<file path="src/rtl/ea_pkg.sv">
package ea_pkg;
  localparam int unsigned ADDR_BITS  = 32;
  localparam int unsigned SHORT_BITS = 8;

  localparam logic [1:0] DK_NONE  = 2'b00;
  localparam logic [1:0] DK_SHORT = 2'b01;

  localparam logic [1:0] SZ_BYTE = 2'b00;
  localparam logic [1:0] SZ_HALF = 2'b01;
endpackage

</file>
<file path="src/rtl/ea_disp_ext.sv">
module ea_disp_ext #(
  parameter int unsigned W     = 32,
  parameter int unsigned SHORT = 8
) (
  input  logic [1:0]   kind,
  input  logic [W-1:0] raw,
  output logic [W-1:0] term
);
  import ea_pkg::*;
  localparam int unsigned PAD = W - SHORT;

  always_comb begin
    if (kind == DK_NONE)       term = '0;
    else if (kind == DK_SHORT) term = {{PAD{raw[SHORT-1]}}, raw[SHORT-1:0]};
    else                       term = raw;
  end
endmodule

</file>
<file path="src/rtl/ea_index_scaler.sv">
module ea_index_scaler #(
  parameter int unsigned W    = 32,
  parameter int unsigned SC_W = 2
) (
  input  logic            en,
  input  logic [SC_W-1:0] code,
  input  logic [W-1:0]    idx,
  output logic [W-1:0]    term
);
  always_comb term = en ? (idx << code) : '0;
endmodule

</file>
<file path="src/rtl/ea_align_check.sv">
module ea_align_check #(
  parameter int unsigned W = 32
) (
  input  logic [1:0]   size,
  input  logic [W-1:0] addr,
  output logic         mis
);
  import ea_pkg::*;

  always_comb begin
    if (size == SZ_BYTE)      mis = 1'b0;
    else if (size == SZ_HALF) mis = addr[0];
    else                      mis = |addr[1:0];
  end
endmodule

</file>
<file path="src/rtl/ea_branch_calc.sv">
module ea_branch_calc #(
  parameter int unsigned W     = 32,
  parameter int unsigned OFF_W = 8
) (
  input  logic [W-1:0]     pc,
  input  logic [OFF_W-1:0] off,
  output logic [W-1:0]     target
);
  localparam int unsigned PAD = W - OFF_W;
  always_comb target = pc + {{PAD{off[OFF_W-1]}}, off};
endmodule

</file>
<file path="src/rtl/ea_addr_gen.sv">
module ea_addr_gen #(
  parameter int unsigned ADDR_W   = 32,
  parameter int unsigned SCALE_W  = 2,
  parameter int unsigned BR_OFF_W = 8,
  parameter bit          REG_OUT  = 1'b1
) (
  input  logic                clk,
  input  logic                rst,
  input  logic                in_valid,
  input  logic                use_base,
  input  logic                use_index,
  input  logic [SCALE_W-1:0]  scale_code,
  input  logic [1:0]          disp_kind,
  input  logic [1:0]          op_size,
  input  logic [ADDR_W-1:0]   base_val,
  input  logic [ADDR_W-1:0]   index_val,
  input  logic [ADDR_W-1:0]   disp,
  input  logic [ADDR_W-1:0]   next_pc,
  input  logic [BR_OFF_W-1:0] br_off,
  output logic                out_valid,
  output logic [ADDR_W-1:0]   ea,
  output logic                misalign,
  output logic [ADDR_W-1:0]   br_target
);
  import ea_pkg::*;
  localparam int unsigned BR_PAD = ADDR_W - BR_OFF_W;

  logic [ADDR_W-1:0] base_term, idx_term, disp_term, sum_c, tgt_c;
  logic              mis_c;

  assign base_term = use_base ? base_val : '0;

  ea_index_scaler #(.W(ADDR_W), .SC_W(SCALE_W)) u_scale (
    .en(use_index), .code(scale_code), .idx(index_val), .term(idx_term)
  );

  ea_disp_ext #(.W(ADDR_W), .SHORT(SHORT_BITS)) u_disp (
    .kind(disp_kind), .raw(disp), .term(disp_term)
  );

  assign sum_c = base_term + idx_term + disp_term;

  ea_align_check #(.W(ADDR_W)) u_align (
    .size(op_size), .addr(sum_c), .mis(mis_c)
  );

  ea_branch_calc #(.W(ADDR_W), .OFF_W(BR_OFF_W)) u_branch (
    .pc(next_pc), .off(br_off), .target(tgt_c)
  );

  generate
    if (REG_OUT) begin : g_reg
      always_ff @(posedge clk) begin
        if (rst) begin
          out_valid <= 1'b0;
          ea        <= '0;
          misalign  <= 1'b0;
          br_target <= '0;
        end else begin
          out_valid <= in_valid;
          ea        <= sum_c;
          misalign  <= mis_c;
          br_target <= tgt_c;
        end
      end

      assert_valid_follows_R10: assert property (@(posedge clk) disable iff (rst)
        in_valid |=> out_valid);
      assert_idle_follows_R10: assert property (@(posedge clk) disable iff (rst)
        !in_valid |=> !out_valid);
      assert_byte_never_mis_R8: assert property (@(posedge clk) disable iff (rst)
        (in_valid && op_size == SZ_BYTE) |=> !misalign);
      assert_half_flag_R7: assert property (@(posedge clk) disable iff (rst)
        (in_valid && op_size == SZ_HALF) |=> (misalign == ea[0]));
      assert_word_flag_R6: assert property (@(posedge clk) disable iff (rst)
        (in_valid && op_size[1]) |=> (misalign == (ea[1:0] != 2'b00)));
      assert_branch_target_R9: assert property (@(posedge clk) disable iff (rst)
        in_valid |=> (br_target == $past(next_pc + {{BR_PAD{br_off[BR_OFF_W-1]}}, br_off})));
      assert_direct_mode_R1: assert property (@(posedge clk) disable iff (rst)
        (in_valid && !use_base && !use_index && disp_kind[1]) |=> (ea == $past(disp)));
    end else begin : g_comb
      assign out_valid = in_valid;
      assign ea        = sum_c;
      assign misalign  = mis_c;
      assign br_target = tgt_c;
    end
  endgenerate
endmodule

</file>
<file path="config.mk">
export PLATFORM = sky130hd
export DESIGN_NAME = ea_addr_gen
export DESIGN_NICKNAME = d
export VERILOG_FILES = /design/src/rtl/ea_pkg.sv /design/src/rtl/ea_disp_ext.sv /design/src/rtl/ea_index_scaler.sv /design/src/rtl/ea_align_check.sv /design/src/rtl/ea_branch_calc.sv /design/src/rtl/ea_addr_gen.sv
export SDC_FILE = /design/constraint.sdc
export NUM_CORES = 1
export LEC_CHECK = 0
export ABC_AREA = 0
export BUFFER_PORTS_ARGS = -buffer_cell sky130_fd_sc_hd__buf_2
export CORE_MARGIN = 2
export CORE_UTILIZATION = 58
export CTS_BUF_LIST = sky130_fd_sc_hd__clkbuf_4 sky130_fd_sc_hd__clkbuf_8 sky130_fd_sc_hd__clkbuf_16
export CTS_CLUSTER_SIZE = 12
export DETAILED_ROUTE_END_ITERATION = 7
export PLACE_DENSITY = 0.95
export RECOVER_POWER = 50
export SLEW_MARGIN = 25
export SYNTH_ARGS = -nofsm -noshare
export SYNTH_HDL_FRONTEND = slang
export SYNTH_HIERARCHICAL = 1
export SYNTH_SLANG_ARGS = --single-unit
</file>
<file path="constraint.sdc">
create_clock -name clk -period 10.8 [get_ports clk]
set_input_delay 2.16 -clock clk [delete_from_list [all_inputs] [get_ports clk]]
set_output_delay 2.16 -clock clk [all_outputs]
set_load 0.01 [all_outputs]
</file>
; ---- After elaboration in Yosys (flattened, before gate mapping)
; Index checks and enable logic that the tools add are counted.
[word_totals]
ff_bits = 66
input_bits = 147
[classes]
reduce_logical = 4
add_sub_neg = 3
n_eq_ne = 2
muxes = 5
shift = 1
[ops]
columns = op, n
row1 = $mux 32, 4
row2 = $add 32x32->32, 3
row3 = $shl 32x2->32, 1
row4 = $eq 2x1->1 const B, 2
row5 = $logic_not 2->1, 2
row6 = $reduce_or 2->1, 2
row7 = $mux 1, 1

; ---- Logic depth before layout (Yosys ltp)
; Gate-level depths: netlist (run 1).
[depth]
word_depth = 6
mapped_depth = 16
mapped_depth_nobuf = 14

; ---- Cells and area by module
; The synthesis (run 1) kept the hierarchy.
[modules_own_cells]
columns = mod, seq_area_each_um2, instances, area_each_um2, cells_each
row1 = ea_addr_gen, 1321.3, 1, 4325.4, 456
row2 = ea_branch_calc, 0.0, 1, 1720.4, 232
row3 = ea_index_scaler, 0.0, 1, 641.9, 78
row4 = ea_disp_ext, 0.0, 1, 300.3, 63
row5 = ea_align_check, 0.0, 1, 12.5, 3

; ---- Worst setup path after synthesis (run 1)
; Ideal clock, no wire load.
[synth_timing]
path_kind = input to register
from = input scale_code[0]
to = register ea[21]
path_slack_ns = 5.271
arrival_time_ns = 5.412
setup_ns = 0.117
cell_stages = 16
t_required_ns = 10.683
n_path_buf = 2
cell_sequence = buf_6 buf_12 mux2i_1 nor2_1 inv_1 fa_1 inv_1 ha_1 fa_1 a21o_1 a221o_1 a21oi_4 a21oi_2 or2_4 or3_1 and4b_1
[synth_between]
elab_chain_cells = 4
[synth_lines]
columns = element, line_no
row1 = from (decl), ea_addr_gen.sv:12  ; input logic [SCALE_W-1:0] scale_code,
row2 = $shl 32x2->32, ea_index_scaler.sv:10  ; always_comb term = en ? (idx << code) : '0;
row3 = $mux 32, ea_index_scaler.sv:10
row4 = named net idx_term[1], ea_addr_gen.sv:28  ; logic [ADDR_W-1:0] base_term, idx_term, disp_term, sum_c, tgt_c;
row5 = $add 32x32->32 (2 in a row), ea_addr_gen.sv:41  ; assign sum_c = base_term + idx_term + disp_term;
row6 = to (signal assigned), ea_addr_gen.sv:61  ; ea <= sum_c;
row7 = to (decl), ea_addr_gen.sv:21  ; output logic [ADDR_W-1:0] ea,
; The timed path passes the listed nets, and every way through them passes these cells.
; A chain may end at the register's enable or synchronous reset.

; ---- Worst setup path after layout (run 1)
; Ends and elaborated chain as after synthesis.

==> flow_metrics.py, run 1 <==
metrics = {
    "outcome": {
        "status": "finished with violations",
        "violations": "max-capacitance violations, max-slew violations",
    },
    "place": {
        "portBuffers": 212,
        "gp_congestion": 0.9511,
        "hpwl_um": 15510,
    },
    "clock_network": {
        "numCtsBuffers": 9,
        "cts_resized": 0,
        "cts_max_path_buffers": 2,
        "postCtsHoldBufs": 0,
        "cts_tree": "done",
        "clock_sinks": 66,
        "root_buffer": "clkbuf_16",
        "clkSlewWorstSetupHoldPaths_ps": 60,
        "post_cts_buffers": 0,
        "htree_levels": 3,
    },
    "global_route": {
        "grtUsageTotal_pct": 30.97,
        "grt_pass1_wl_um": 31940,
        "grt_pass1_vias": 6945,
        "grt_max_degree": 70,
        "antenna_found_initial": 2,
        "overflow": 0,
    },
    "cells_and_area": {
        "mostFrequentLayoutCell": "buf_2",
        "layout-drive-gt1-share_pct": 19.05,
        "mostFrequentLayoutCells": "150 x buf_2, 91 x nand2_1, 75 x nor2b_1",
        "multiInputGateArea_um2": 5319,
        "syn2layout_area_growth_pct": 17.22,
        "fin_nets": 1250,
        "regArea_um2": 1321,
        "n_fill_cell": 941,
    },
    "floorplan": {
        "start_util_pct": 58.74,
        "die_y_um": 113.6,
        "pin_count": 213,
        "fp.coreArea_um2": 11860,
        "fp.dieW_um": 113.6,
        "row_count": 40,
        "die_area_um2": 12910,
    },
    "sta": {
        "fmax_mhz": 167.5,
        "drv_slew": 70,
        "relSlewSlack_pct": -111.2,
        "min_period_ps": 5970,
        "tightest_slew_ps": 3168,
        "rsz0062_at_grt": "no",
        "holdWs_ps": 2036,
        "fin_crit_sh_pct": 55.28,
        "setup_tns_ps": 0,
        "setup_viol": 0,
        "hold_violations": 0,
    },
    "routing": {
        "drc_errors": 0,
        "wl_per_cell_um": 17.43,
        "vias_per_cell": 6.057,
        "drtPass1Iterations": 5,
        "wl_um": 20250,
        "ant_nets": 0,
        "drt-initial-drc-count": 465,
        "vias": 7038,
    },
    "pwr": {
        "p_total_mw": 1.145,
        "vdd_drop_max_v": 0.00007245,
        "p_per_area_nw_per_um2": 140.2,
        "leakage_nw": 3.824,
    },
    "yosys": {
        "synthCells": 828,
        "yosys_warnings": 6,
        "synth_area_um2": 6968,
        "synth_area_per_cell_um2": 8.415,
        "syn_nets": 1069,
    },
    "critical_path": {
        "crit_arrival_ps": 6220,
        "worstSetupPathType": "in2reg",
        "endpoint_kind": "flop",
        "crit_path_start": "scale_code[0]",
        "crit_fanout": 34,
        "start_kind": "primary input",
        "cp.required_ps": 11050,
        "endpoint": "ea[21]$_SDFF_PP0_",
    },
    "hold_path": {
        "holdCritPathClass": "in2reg",
    },
    "job": {
        "max_cap_viol_count": 1,
    },
}
[how the worst min path moves through the flow]
| stage | end | slack [ps] | start | cells after the start |
|---|---|---|---|---|
| after floorplan | out_valid$_SDFF_PP0_ | 2290 | in_valid | 1 |
| after global placement | out_valid$_SDFF_PP0_ | 2370 | in_valid | 2 |
| after detailed placement | out_valid$_SDFF_PP0_ | 2380 | in_valid | 2 |
| after CTS | out_valid$_SDFF_PP0_ | 2020 | in_valid | 2 |
| after global routing | out_valid$_SDFF_PP0_ | 2050 | in_valid | 2 |
| final | out_valid$_SDFF_PP0_ | 2040 | in_valid | 2 |
[area by class of cell]
class / instances / share of cell area, %
Inverter: 17 / 0.7813
Clock buffer: 13 / 3.278
Multi-Input combinational cell: 701 / 65.12
Timing Repair Buffer: 214 / 12.18
Antenna cell: 2 / 0.06127
Tap cell: 147 / 2.252
Sequential cell: 66 / 16.18
Clock inverter: 2 / 0.1532
[power breakdown]
part | switching [mW] | leakage [nW] | internal, mW
registers | 0.0174 | 0.550 | 0.292
clock network | 0.113 | 0.139 | 0.171
logic | 0.315 | 3.14 | 0.237
[worst max-delay path, cell delays in order]
cell and delay [ps]:
buf_2 730, mux2i_1 220, nor2_1 140, inv_1 70, fa_1 530, inv_1 50
ha_1 220, fa_1 410, a21o_1 220, a221o_1 370, a21oi_4 230, a21oi_2 100
or2_4 280, or3_1 290, and4b_1 190
[metal layers]
| metal | global-route usage (%) | up-vias | share of wire, % |
|---|---|---|---|
| li1 | - | 3307 | - |
| met2 | 53.21 | 390 | 48 |
| met5 | 0 | - | 0 |
| met4 | 18.54 | 0 | 4.9 |
| met1 | 35.30 | 3256 | 39 |
| met3 | 6.801 | 85 | 8.3 |
[metrics by stage]
| step | cell area (um2) | utilization, % | setup slack [ps] | cells |
|---|---|---|---|---|
| after CTS | 8244 | 69.50 | 4864 | 1160 |
| after detailed placement | 7964 | 67.14 | 4472 | 1145 |
| final | 8168 | 68.86 | 4830 | 1162 |
| after floorplan | 6968 | - | 5292 | 828 |
| after global routing | 8165 | 68.84 | 4627 | 1161 |
| after global placement | 7964 | 67.14 | 4608 | 1145 |
[state kept, by name, summed over array words and instances (netlist names)]
signal	cells
br_target	32
out_valid	1
ea	32
misalign	1
Note: power is estimated with default switching activity, not from simulation.
==> run 2, diff against run 1 <==
CORE_UTILIZATION = 53   (was 58)
PLACE_DENSITY = 0.89   (was 0.95)
clock period = 5.9 ns   (was 10.8 ns; I/O delays follow)
==> run 2 against run 1 <==
Effect of this change:
- the flow still finishes with violations (max-capacitance violations, max-slew violations)
- sequential cell count did not move
- combinational power is 85% higher
- worst setup slack got worse by 3700 ps
- die area increased by 9.1%
- final cell count grew 2.4%
- sequential power grew 81%
- critical endpoint is now ea[25]$_SDFF_PP0_
- highest routed layer is now met5
==> flow_metrics.py, run 2 (synthesis results as in run 1) <==
metrics = {
    "cells_and_area": {
        "fin_nets": 1254,
        "reg_top3": "br_target x32, ea x32",
        "mostFrequentLayoutCells": "150 x buf_2, 91 x nand2_1, 75 x nor2b_1",
        "mostFrequentLayoutCell": "buf_2",
        "syn2layout_area_growth_pct": 17.94,
        "layout-drive-gt1-share_pct": 19.29,
    },
    "pwr": {
        "power_switching_mw": 0.7966,
        "power.share.switching_pct": 38.37,
        "p_per_area_nw_per_um2": 252.6,
        "clkPwrFrac_pct": 24.1,
        "p_int_mw": 1.279,
        "vdd_drop_max_v": 0.0001109,
        "seqPwrFrac_pct": 27.0,
        "power_frac_comb_pct": 48.9,
        "p_total_mw": 2.076,
        "leakage_nw": 3.841,
    },
    "routing": {
        "drtPass1Iterations": 5,
        "drc_errors": 0,
        "wl_um": 20320,
        "ant_nets": 0,
        "drt-initial-drc-count": 440,
        "vias_per_cell": 5.844,
        "vias": 6954,
        "wl_per_cell_um": 17.08,
    },
    "sta": {
        "drv_slew": 70,
        "setup_viol": 0,
        "relSlewSlack_pct": -102.6,
        "setup_tns_ps": 0,
        "fin_crit_sh_pct": 80.12,
        "tightest_slew_ps": 3039,
        "rsz0062_at_grt": "no",
        "fmax_mhz": 211.5,
        "setup_ws_ps": 1173,
        "min_period_ps": 4727,
        "hold_violations": 0,
    },
    "floorplan": {
        "start_util_pct": 54.77,
        "fp.coreArea_um2": 12720,
        "row_count": 41,
        "die_y_um": 118.7,
        "die_area_um2": 14080,
        "pin_count": 213,
        "fp.dieW_um": 118.7,
    },
    "job": {
        "max_cap_viol_count": 1,
    },
    "outcome": {
        "status": "finished with violations",
        "violations": "max-capacitance violations, max-slew violations",
    },
    "clock_network": {
        "htree_levels": 3,
        "cts_tree": "done",
        "numCtsBuffers": 9,
        "post_cts_buffers": 0,
        "cts_max_path_buffers": 2,
        "postCtsHoldBufs": 0,
        "root_buffer": "clkbuf_16",
        "clkSlewWorstSetupHoldPaths_ps": 60,
        "cts_resized": 0,
        "clock_sinks": 66,
    },
    "global_route": {
        "grt_pass1_vias": 6899,
        "antenna_found_initial": 5,
        "overflow": 0,
        "grtUsageTotal_pct": 28.86,
        "grt_max_degree": 70,
        "grt_pass1_wl_um": 32690,
    },
    "place": {
        "gp_congestion": 0.9499,
        "hpwl_um": 16080,
        "place_ws_ps": 939.5,
        "portBuffers": 212,
    },
    "critical_path": {
        "crit_fanout": 18,
        "worstSetupPathType": "in2reg",
        "start_kind": "primary input",
        "crit_arrival_ps": 4850,
        "endpoint_kind": "flop",
        "cp.required_ps": 6020,
    },
    "hold_path": {
        "holdCritPathClass": "in2reg",
    },
}
-- run 2: cell type report --
class | count | area (um2)
Clock buffer | 14 | 269.0
Multi-Input combinational cell | 701 | 5319
Inverter | 17 | 63.81
Tap cell | 172 | 215.2
Antenna cell | 2 | 5.005
Timing Repair Buffer | 218 | 1025
Fill cell | 1119 | 4504
Sequential cell | 66 | 1321
-- run 2: critical path: stages --
cell,delay (ps)
buf_2,400
mux2i_1,190
nor2_1,120
inv_1,70
fa_1,550
inv_1,50
ha_1,220
fa_1,410
a21o_1,220
a221o_1,370
a21oi_4,220
a21oi_2,100
a311oi_1,480
xnor2_1,120
nor2b_1,140
-- run 2: power groups by stage --
stage | clock, mW | combinational (mW) | sequential, mW
CTS | 0.510 | 1.02 | 0.556
floorplan | 0 | 0.672 | 0.610
global placement | 0 | 0.993 | 0.565
global route | 0.530 | 1.12 | 0.567
detailed placement | 0 | 1.01 | 0.565
finish | 0.501 | 1.02 | 0.560
-- run 2: path summary, 6_finish.rpt --
check | startpoint | endpoint | slack (ps) | depth (start not counted)
worst min-delay path | in_valid | out_valid$_SDFF_PP0_ | 1050 | 2
worst max-delay path | scale_code[0] | ea[25]$_SDFF_PP0_ | 1170 | 15
-- run 2: metrics by stage --
stage,hold slack (ps),cell area (um2),utilization (%),instances
6_report,1047,8218,64.59,1190
5_1_grt,1042,8215,64.58,1189
4_1_cts,1043,8294,65.19,1188
3_5_place_dp,1400,8025,63.08,1174
3_3_place_gp,1386,8025,63.08,1174
2_1_floorplan,1308,6968,-,828
-- run 2: metal layers --
metal	GRT usage [%]	vias to the layer above	wire length, um
met4	11.61	6	593
met1	33.27	3227	8169
li1	-	3322	-
met3	8.301	61	1698
met5	0	-	35
met2	50.00	338	9824
==> run 3, diff against run 2 <==
clock period = 4.9 ns   (was 5.9 ns; I/O delays follow)
==> run 3 against run 2 <==
Effect of this change:
- the flow now finishes without violations
- clock-buffer cell count did not move
- final cell count rose by 0.17%
- sequential cell count unchanged
- combinational power is 21% higher
- routed wire length grew 0.94%
- critical path type unchanged
- highest routed layer unchanged
==> flow_metrics.py, run 3 (synthesis results as in run 1) <==
metrics = {
    "outcome": {
        "status": "finished clean",
    },
    "cells_and_area": {
        "n_fill_cell": 1100,
        "fin_util_pct": 65.10,
        "reg_top3": "br_target x32, ea x32",
        "fin_nets": 1253,
        "mostFrequentLayoutCell": "buf_2",
        "syn2layout_area_growth_pct": 18.85,
        "mostFrequentLayoutCells": "149 x buf_2, 91 x nand2_1, 75 x nor2b_1",
        "layout-drive-gt1-share_pct": 19.37,
    },
    "sta": {
        "fin_crit_sh_pct": 85.31,
        "rsz0062_at_grt": "no",
        "min_period_ps": 4180,
        "setup_ws_ps": 720.0,
        "drv_slew": 0,
        "setup_viol": 0,
        "fmax_mhz": 239.2,
        "hold_violations": 0,
        "relSlewSlack_pct": 12.49,
        "tightest_slew_ps": 1313,
        "setup_tns_ps": 0,
    },
    "global_route": {
        "grtUsageTotal_pct": 28.84,
        "met2_usage_pct": 49.46,
        "use_met1_pct": 34.05,
        "grt_max_degree": 41,
        "met3_usage_pct": 8.494,
        "grt_pass1_wl_um": 33080,
        "grt_pass1_vias": 7038,
        "busiest_layer": "met2",
        "antenna_found_initial": 7,
        "overflow": 0,
    },
    "routing": {
        "ant_nets": 0,
        "drc_errors": 0,
        "drtPass1Iterations": 6,
        "wl_um": 20510,
        "vias_per_cell": 5.863,
        "drt-initial-drc-count": 518,
        "wl_per_cell_um": 17.21,
        "vias": 6989,
    },
    "pwr": {
        "vdd_drop_max_v": 0.0001611,
        "p_per_area_nw_per_um2": 312.3,
        "leakage_nw": 3.868,
        "p_total_mw": 2.587,
    },
    "clock_network": {
        "postCtsHoldBufs": 0,
        "numCtsBuffers": 9,
        "post_cts_buffers": 0,
        "cts_max_path_buffers": 2,
        "htree_levels": 3,
        "cts_tree": "done",
        "root_buffer": "clkbuf_16",
        "cts_resized": 0,
        "clkSlewWorstSetupHoldPaths_ps": 50,
        "clock_sinks": 66,
    },
    "hold_path": {
        "holdCritPathClass": "in2reg",
        "hold_start": "in_valid",
        "hold_path_end": "out_valid$_SDFF_PP0_",
        "hold_depth": 2,
    },
    "critical_path": {
        "critPathBufInv": 2,
        "crit_fanout": 30,
        "endpoint_kind": "flop",
        "worst_path_most_repeated_cell": "a21oi_1",
        "cp.required_ps": 5130,
        "cp_top_family": "compound AO/OA/AOI/OAI gates",
        "crit_arrival_ps": 4410,
        "critPathMaxStageDelay_ps": 490,
        "crit_path_top_delay_cell": "fa_1",
        "worstSetupPathType": "in2reg",
        "start_kind": "primary input",
        "worstPathCellList": "buf_2 -> buf_12 -> mux2i_1 -> o22ai_1 -> fa_1 -> ha_1 -> a21o_1 -> a31o_2 -> o21ai_0 -> a21oi_1 -> a21oi_1 -> o31a_1 -> mux2_1",
    },
    "floorplan": {
        "pin_count": 213,
        "row_count": 41,
        "die_area_um2": 14080,
        "fp.dieW_um": 118.7,
        "start_util_pct": 54.77,
        "fp.coreArea_um2": 12720,
        "die_y_um": 118.7,
    },
    "place": {
        "gp_congestion": 0.9454,
        "place_ws_ps": 434.9,
        "portBuffers": 212,
        "hpwl_um": 16030,
    },
    "job": {
        "max_cap_viol_count": 0,
    },
}
-- run 3: cell count changes in the layout (fill, tap and decap cells not counted) --
cell | previous run | this run
buf_2 | 150 | 149
diode_2 | 2 | 3
clkbuf_8 | 1 | 2
clkinv_2 | 0 | 1
buf_4 | 5 | 3
clkbuf_4 | 4 | 3
buf_12 | 0 | 2
bufinv_16 | 0 | 1
-- run 3: area by class of cell --
| class | instances | area, um2 | share of cell area (%) |
|---|---|---|---|
| inverter | 17 | 63.81 | 0.7705 |
| multi-input combinational | 701 | 5319 | 64.22 |
| sequential | 66 | 1321 | 15.95 |
| antenna | 3 | 7.507 | 0.09065 |
| timing repair buffer | 217 | 1045 | 12.62 |
| clock inverter | 2 | 35.03 | 0.4230 |
| tap | 172 | 215.2 | 2.599 |
| clock buffer | 14 | 275.3 | 3.324 |
-- run 3: metal layers --
metal / vias up / share of wire, %
li1: 3320 / -
met1: 3228 / 40
met2: 369 / 48
met5: - / 0.21
met3: 64 / 8.8
met4: 8 / 2.8
-- run 3: worst max path at each step --
stage                  startpoint           endpoint  cells past startpoint
floorplan           scale_code[0]  ea[21]$_SDFF_PP0_                     16
global placement    scale_code[0]  ea[26]$_SDFF_PP0_                     13
detailed placement  scale_code[0]  ea[21]$_SDFF_PP0_                     13
CTS                 scale_code[0]  ea[21]$_SDFF_PP0_                     13
global route        scale_code[0]  ea[26]$_SDFF_PP0_                     13
finish              scale_code[0]  ea[26]$_SDFF_PP0_                     13
-- run 3: stage by stage --
stage	hold WS, ps	instances	cell area (um2)
floorplan	1108	828	6968
global placement	1189	1173	8043
detailed placement	1198	1173	8043
CTS	842.0	1189	8353
global route	856.0	1190	8277
finish	840.0	1192	8282
-- run 3: report_power, final --
group	switching [mW]	internal (mW)	leakage, nW
Combinational	0.705	0.525	3.16
Sequential	0.0320	0.642	0.550
Clock	0.245	0.438	0.157
